## src/rtl/csc_pkg.sv

```systemverilog
package csc_pkg;
  localparam int ROWS    = 3;
  localparam int TERMS   = 4;
  localparam int NCOEF   = ROWS * TERMS;
  localparam int ROW_G   = 0;
  localparam int ROW_R   = 1;
  localparam int ROW_B   = 2;
  localparam int T_CONST = 3;

  // Coefficients as stored: weights sign-extended to the constant width.
  function automatic logic [13:0] csc_default(input int idx);
    case (idx)
      0:       return 14'h04a7;
      1:       return 14'h3e6f;
      2:       return 14'h3cbf;
      3:       return 14'h0877;
      4:       return 14'h04a7;
      5:       return 14'h0000;
      6:       return 14'h0662;
      7:       return 14'h3211;
      8:       return 14'h04a7;
      9:       return 14'h0812;
      10:      return 14'h0000;
      default: return 14'h2eb1;
    endcase
  endfunction
endpackage

```

## src/rtl/csc_coef_bank.sv

```systemverilog
module csc_coef_bank
  import csc_pkg::*;
#(
  parameter int CW = 14,
  parameter int MW = 13,
  parameter int AW = 4
) (
  input  logic                       clk,
  input  logic                       rst,
  input  logic                       we,
  input  logic [AW-1:0]              addr,
  input  logic [CW-1:0]              wdata,
  input  logic                       hold,
  output logic [NCOEF-1:0][CW-1:0]   coef
);
  logic [NCOEF-1:0][CW-1:0] stage_q, stage_nxt;

  always_comb begin
    stage_nxt = stage_q;
    for (int i = 0; i < NCOEF; i++) begin
      if (we && addr == AW'(i)) begin
        if ((i % TERMS) == T_CONST)
          stage_nxt[i] = wdata;
        else
          stage_nxt[i] = {{(CW-MW){wdata[MW-1]}}, wdata[MW-1:0]};
      end
    end
  end

  always_ff @(posedge clk) begin
    if (rst) begin
      for (int i = 0; i < NCOEF; i++) begin
        stage_q[i] <= CW'(csc_default(i));
        coef[i]    <= CW'(csc_default(i));
      end
    end else begin
      stage_q <= stage_nxt;
      if (!hold) coef <= stage_nxt;
    end
  end


  hold_stable_chk: assert property (@(posedge clk) disable iff (rst)
    hold |=> $stable(coef));


  reset_default_chk: assert property (@(posedge clk) disable iff (rst)
    $past(rst) |-> (coef[0] == CW'(14'h04a7) && coef[7] == CW'(14'h3211)
                    && coef[11] == CW'(14'h2eb1)));
endmodule

```

## src/rtl/csc_row.sv

```systemverilog
module csc_row #(
  parameter int PW    = 8,
  parameter int CW    = 14,
  parameter int FRAC  = 10,
  parameter int CFRAC = 4
) (
  input  logic                     clk,
  input  logic                     rst,
  input  logic [PW-1:0]            a,
  input  logic [PW-1:0]            b,
  input  logic [PW-1:0]            c,
  input  logic [CW-1:0]            wa,
  input  logic [CW-1:0]            wb,
  input  logic [CW-1:0]            wc,
  input  logic [CW-1:0]            k,
  output logic signed [CW+PW+2:0]  acc,
  output logic [PW-1:0]            pix
);
  localparam int PRW  = CW + PW + 1;
  localparam int ACW  = PRW + 2;
  localparam int KSH  = FRAC - CFRAC;
  localparam int PMAX = (1 << PW) - 1;

  logic signed [PRW-1:0] pa_q, pb_q, pc_q;
  logic signed [ACW-1:0] k_q;
  logic signed [ACW-1:0] rnd;

  // Stage 1: products and aligned constant
  always_ff @(posedge clk) begin
    if (rst) begin
      pa_q <= '0;
      pb_q <= '0;
      pc_q <= '0;
      k_q  <= '0;
    end else begin
      pa_q <= $signed(wa) * $signed({1'b0, a});
      pb_q <= $signed(wb) * $signed({1'b0, b});
      pc_q <= $signed(wc) * $signed({1'b0, c});
      k_q  <= ACW'($signed(k)) <<< KSH;
    end
  end

  // Stage 2: sum
  always_ff @(posedge clk) begin
    if (rst) acc <= '0;
    else     acc <= ACW'(pa_q) + ACW'(pb_q) + ACW'(pc_q) + k_q;
  end

  // Round to nearest, then clamp to the pixel range
  always_comb begin
    rnd = (acc + ACW'(1 << (FRAC - 1))) >>> FRAC;
    if (rnd < 0)                    pix = '0;
    else if (rnd > ACW'(PMAX))      pix = PW'(PMAX);
    else                            pix = rnd[PW-1:0];
  end
endmodule

```

## src/rtl/yuv_rgb_conv.sv

```systemverilog
module yuv_rgb_conv
  import csc_pkg::*;
#(
  parameter int PW    = 8,
  parameter int MW    = 13,
  parameter int CW    = 14,
  parameter int FRAC  = 10,
  parameter int CFRAC = 4,
  parameter int AW    = 4
) (
  input  logic          clk,
  input  logic          rst,
  input  logic          cfg_we,
  input  logic [AW-1:0] cfg_addr,
  input  logic [CW-1:0] cfg_wdata,
  input  logic          in_valid,
  input  logic          in_bypass,
  input  logic [PW-1:0] in_y_r,
  input  logic [PW-1:0] in_u_g,
  input  logic [PW-1:0] in_v_b,
  output logic          out_valid,
  output logic [PW-1:0] out_r,
  output logic [PW-1:0] out_g,
  output logic [PW-1:0] out_b
);
  localparam int DEPTH = 3;
  localparam int ACW   = CW + PW + 3;

  logic [NCOEF-1:0][CW-1:0]      coef;
  logic [DEPTH-1:0]              vld_q, byp_q;
  logic [DEPTH-1:0][2:0][PW-1:0] raw_q;
  logic [ROWS-1:0][PW-1:0]       row_pix;
  logic signed [ACW-1:0]         row_acc [ROWS];

  csc_coef_bank #(.CW(CW), .MW(MW), .AW(AW)) u_bank (
    .clk(clk), .rst(rst), .we(cfg_we), .addr(cfg_addr), .wdata(cfg_wdata),
    .hold(in_valid), .coef(coef)
  );

  // Input register (stage 0) and the two tag/raw stages beside the rows
  always_ff @(posedge clk) begin
    if (rst) begin
      vld_q <= '0;
      byp_q <= '0;
      raw_q <= '0;
    end else begin
      vld_q[0]    <= in_valid;
      byp_q[0]    <= in_bypass;
      raw_q[0][0] <= in_y_r;
      raw_q[0][1] <= in_u_g;
      raw_q[0][2] <= in_v_b;
      for (int s = 1; s < DEPTH; s++) begin
        vld_q[s] <= vld_q[s-1];
        byp_q[s] <= byp_q[s-1];
        raw_q[s] <= raw_q[s-1];
      end
    end
  end

  for (genvar r = 0; r < ROWS; r++) begin : g_row
    csc_row #(.PW(PW), .CW(CW), .FRAC(FRAC), .CFRAC(CFRAC)) u_row (
      .clk(clk), .rst(rst),
      .a(raw_q[0][0]), .b(raw_q[0][1]), .c(raw_q[0][2]),
      .wa(coef[r*TERMS+0]), .wb(coef[r*TERMS+1]), .wc(coef[r*TERMS+2]),
      .k(coef[r*TERMS+T_CONST]),
      .acc(row_acc[r]), .pix(row_pix[r])
    );
  end

  // Output register: converted or raw
  always_ff @(posedge clk) begin
    if (rst) begin
      out_valid <= 1'b0;
      out_r     <= '0;
      out_g     <= '0;
      out_b     <= '0;
    end else begin
      out_valid <= vld_q[DEPTH-1];
      if (byp_q[DEPTH-1]) begin
        out_r <= raw_q[DEPTH-1][0];
        out_g <= raw_q[DEPTH-1][1];
        out_b <= raw_q[DEPTH-1][2];
      end else begin
        out_r <= row_pix[ROW_R];
        out_g <= row_pix[ROW_G];
        out_b <= row_pix[ROW_B];
      end
    end
  end


  latency_chk: assert property (@(posedge clk) disable iff (rst)
    (!$past(rst,1) && !$past(rst,2) && !$past(rst,3) && !$past(rst,4))
      |-> (out_valid == $past(in_valid, 4)));


  bypass_pass_chk: assert property (@(posedge clk) disable iff (rst)
    (!$past(rst,1) && !$past(rst,2) && !$past(rst,3) && !$past(rst,4)
     && $past(in_valid && in_bypass, 4))
      |-> (out_r == $past(in_y_r, 4) && out_b == $past(in_v_b, 4)));


  clamp_low_chk: assert property (@(posedge clk) disable iff (rst)
    (vld_q[DEPTH-1] && !byp_q[DEPTH-1] && row_acc[ROW_G] < 0) |=> (out_g == '0));


  clamp_high_chk: assert property (@(posedge clk) disable iff (rst)
    (vld_q[DEPTH-1] && !byp_q[DEPTH-1]
     && row_acc[ROW_R] >= ACW'(256 << FRAC)) |=> (out_r == '1));
endmodule

```

## config.mk

```make
export PLATFORM = sky130hd
export DESIGN_NAME = yuv_rgb_conv
export DESIGN_NICKNAME = d
export VERILOG_FILES = /design/src/rtl/csc_pkg.sv /design/src/rtl/csc_coef_bank.sv /design/src/rtl/csc_row.sv /design/src/rtl/yuv_rgb_conv.sv
export SDC_FILE = /design/constraint.sdc
export NUM_CORES = 2
export LEC_CHECK = 0
export BUFFER_PORTS_ARGS = -buffer_cell sky130_fd_sc_hd__buf_2
export CORE_ASPECT_RATIO = 2
export CORE_UTILIZATION = 55
export DETAILED_ROUTE_END_ITERATION = 12
export GPL_TIMING_DRIVEN = 1
export PLACE_DENSITY = 0.76
export SLEW_MARGIN = 10
export SYNTH_ARGS = -nofsm -noshare
export SYNTH_HDL_FRONTEND = slang
export SYNTH_SLANG_ARGS = --single-unit
```

## constraint.sdc

```tcl
create_clock -name clk -period 7.9 [get_ports clk]
set_input_delay 0 -clock clk [delete_from_list [all_inputs] [get_ports clk]]
set_output_delay 0 -clock clk [all_outputs]
set_load 0.01 [all_outputs]
```

==> impl_metrics.csv <==
group,metric,value,unit
outcome,status,"complete, no violations",
power,ir_drop,0.0001996,V
power,power_density,225.9,nW/um^2
placement,globalplace.congestion,0.9374,
timing,min_period,5.980,ns
grt,grt_util_met2,54.05,%
clocking,clock_latency,0.67,ns
critical_path,crit_top_cell,"fa_1",
die,start_util,55.63,%
grt,gr-total-overflow,0,
clocking,cts_resized,0,
critical_path,crit_path_end_kind,"flop",
placement,place_hpwl,127800,um
grt,grt_max_degree,178,
critical_path,crit_type,"flop to flop",
drt,drtIter0Drc,2506,
drt,vias_per_cell,5.470,
clocking,cts_buffers,70,
grt,globalRouteMet1Util,28.96,%
drt,ant_nets,0,
clocking,clockRootBuffer,"clkbuf_16",
final_layout,areaGrowthSynthToFinish,6.778,%
yosys,synth_top_area_cell,"fa_1",
critical_path,crit_arrival,6.51,ns
yosys,synth_common_cells,"inv_1 (1434), fa_1 (930), nand2_1 (874)",
yosys,synth.most_common_cell,"inv_1",
timing,relSlewSlack,21.59,%
timing,setup_violations,0,
yosys,seq_area_frac_synth,22.96,%
die,dieArea,118200,um^2
clocking,clockBufferDepth,3,
yosys,ys_ff_latch,736,
yosys,syn_nets,8631,
die,die_w,243.6,um
min_path,hp-class,"primary input to flop",
yosys,yosys-top-cells-area,"fa_1 (29%), dfxtp_1 (23%), ha_1 (9.6%)",
timing,hold_ws,0.06588,ns
power,p_leak,34.49,nW
grt,top_usage_layer,"met2",
power,power.total,15.48,mW
grt,antenna_found_initial,2,
die,coreArea,115400,um^2
yosys,synth-main-ff-cell,"dfxtp_1",
drt,routed_wl,166100,um
timing,tns,0,ns
drt,remaining_drc_errors,0,
run,drv_cap,0,
yosys,synth_top_area_share,29.01,%
die,ios,72,
final_layout,drive_above_1_share,4.223,%
die,rows,176,
timing,worst-slew-pin-transition,1.176,ns
final_layout,fin_util,59.40,%
critical_path,critPathLaunchType,"flop",
die,die_y,485.1,um
drt,wl_per_cell,19.21,um
yosys,yosys_warnings,0,
grt,track_usage,29.05,%
timing,fmax,167.2,MHz
yosys,syn_area_per_cell,8.966,um^2
yosys,ys_async_sr_fraction,0,%
timing,slew_violations,0,
yosys,synth_enable_flop_cells,0,
critical_path,max_stage_delay,1.06,ns
clocking,path_clk_slew,0.07,ns
critical_path,cp.required,8.43,ns
critical_path,critPathMaxFanout,23,
clocking,clock_sinks,736,
timing,rsz0062_at_grt,"false",
grt,use_met3,3.936,%
yosys,synth_cells,7159,
critical_path,slowest_stage,"dfxtp_1",
timing,fin_skew,0.02444,ns
timing,hold_violations,0,
placement,port-buffer-count,71,
final_layout,fin_nets,8549,
grt,grt_pass1_vias,51594,
critical_path,path_cells,"buf_4, nand2_1, fa_1, inv_1, fa_1, fa_1, inv_1, fa_1, inv_1, ha_1, a21o_1, nor3_1, o21ai_1, a31oi_1, o221ai_1, o41ai_1, xnor2_1, nor2_1",
drt,firstDrtPassIters,5,
yosys,ys_types,80,
clocking,cts_setup_buffers,0,
clocking,h-tree-depth,3,
clocking,cts_tree,"built",
drt,routed-via-count,47284,
grt,grt_pass1_wl,266300,um
critical_path,regToRegSetupSlack,1.92,ns
yosys,synth_area,64190,um^2
timing,finalCritPeriodShare,75.69,%
==> metrics by stage <==
| stage | instance area [um^2] | worst slack, ns | std cells |
|---|---|---|---|
| CTS | 68530 | 1.866 | 8641 |
| floorplan | 64190 | 2.907 | 7159 |
| global route | 68530 | 1.863 | 8641 |
| detailed placement | 65630 | 1.850 | 8469 |
| global placement | 65630 | 2.005 | 8469 |
| finish | 68540 | 1.920 | 8644 |
==> layout make-up <==
| cell class | count | area (um^2) |
|---|---|---|
| clock buffers | 94 | 2057 |
| repair buffers | 165 | 1225 |
| flip-flops and latches | 736 | 14740 |
| fillers | 9883 | 46850 |
| inverters | 1435 | 5389 |
| diodes | 3 | 7.507 |
| multi-input cells | 4669 | 42870 |
| clock inverters | 29 | 351.6 |
| well taps | 1513 | 1893 |
==> routing by layer <==
layer	part of all wire (%)	vias up
met5	0.041	-
met4	8.5	10
met3	4.6	654
met2	53	1388
met1	34	23618
li1	-	21614
==> sequential cells by signal, indices dropped and copies added (netlist names), 42 cells and up <==
name / cells
g_row.u_row.pc_q: 69
g_row.u_row.acc: 48
u_bank.stage_q: 168
raw_q: 72
g_row.u_row.pb_q: 69
g_row.u_row.pa_q: 69
u_bank.coef: 168
g_row.u_row.k_q: 42
==> cells by family after synthesis <==
kind of cell             after synthesis  share of synthesized area, %
buffers and inverters               1754                         10.27
XOR/XNOR                             205                         2.797
AND/OR/NAND/NOR                     2221                         16.62
flip-flops                           736                         22.96
adder cells (fa/ha/maj)             1425                         38.65
AO/OA/AOI/OAI                        761                         7.776
multiplexers                          57                        0.9220
==> what timing repair did <==
action | 4_1_cts | 5_1_grt
hold buffers | 49 | 0
endpoints found under the setup margin | 0 | 0
endpoints found under the hold margin | 245 | 0
==> cell usage in the layout (no fill, tap or decap), types with 11 or more instances in the layout <==
master            n
a211oi_1         18
a21o_1           91
a21oi_1         310
a22o_1           92
a31oi_1          30
and2_1          491
and3_1           44
buf_2            69
buf_4            43
clkbuf_16        74
clkbuf_8         13
clkinv_2         11
dfxtp_1         730
dlygate4sd3_1    49
fa_1            930
ha_1            495
inv_1          1433
mux2_2           15
mux2i_1          40
nand2_1         873
nand2b_1         18
nand3_1         105
nand4_1          24
nor2_1          369
nor2b_1         169
nor3_1           47
nor3b_1          11
nor4_1           11
o21a_1           32
o21ai_0          68
o21bai_1         32
or2_2            12
or3_1            16
xnor2_1         133
xor2_1           72
==> critical path, delay by kind of cell (launching register included) <==
kind,cells,cell delay [ns]
xor gates and xnor gates,1,0.19
AOI/OAI and AO/OA,5,1.38
and+or+nand+nor,3,0.28
adders and majority gates,5,2.34
buffers and inverters,4,0.56
DFF,1,1.06
==> worst paths after layout <==
| check | from | endpoint | depth (start not counted) |
|---|---|---|---|
| setup / recovery | raw_q[5] | g_row[2].u_row.pa_q[22] | 18 |
| setup reg to reg | raw_q[5] | g_row[2].u_row.pa_q[22] | 18 |
| hold / removal | in_v_b[0] | raw_q[16] | 3 |
| hold reg to reg | raw_q[25] | raw_q[49] | 1 |
==> power breakdown <==
group	internal (mW)	switching, mW	total, mW	leakage (nW)
registers	4.25	0.485	4.73	6.06
clock network	2.01	1.56	3.57	1.18
logic	3.04	4.14	7.18	27.2
(Power assumes the default switching activity.)
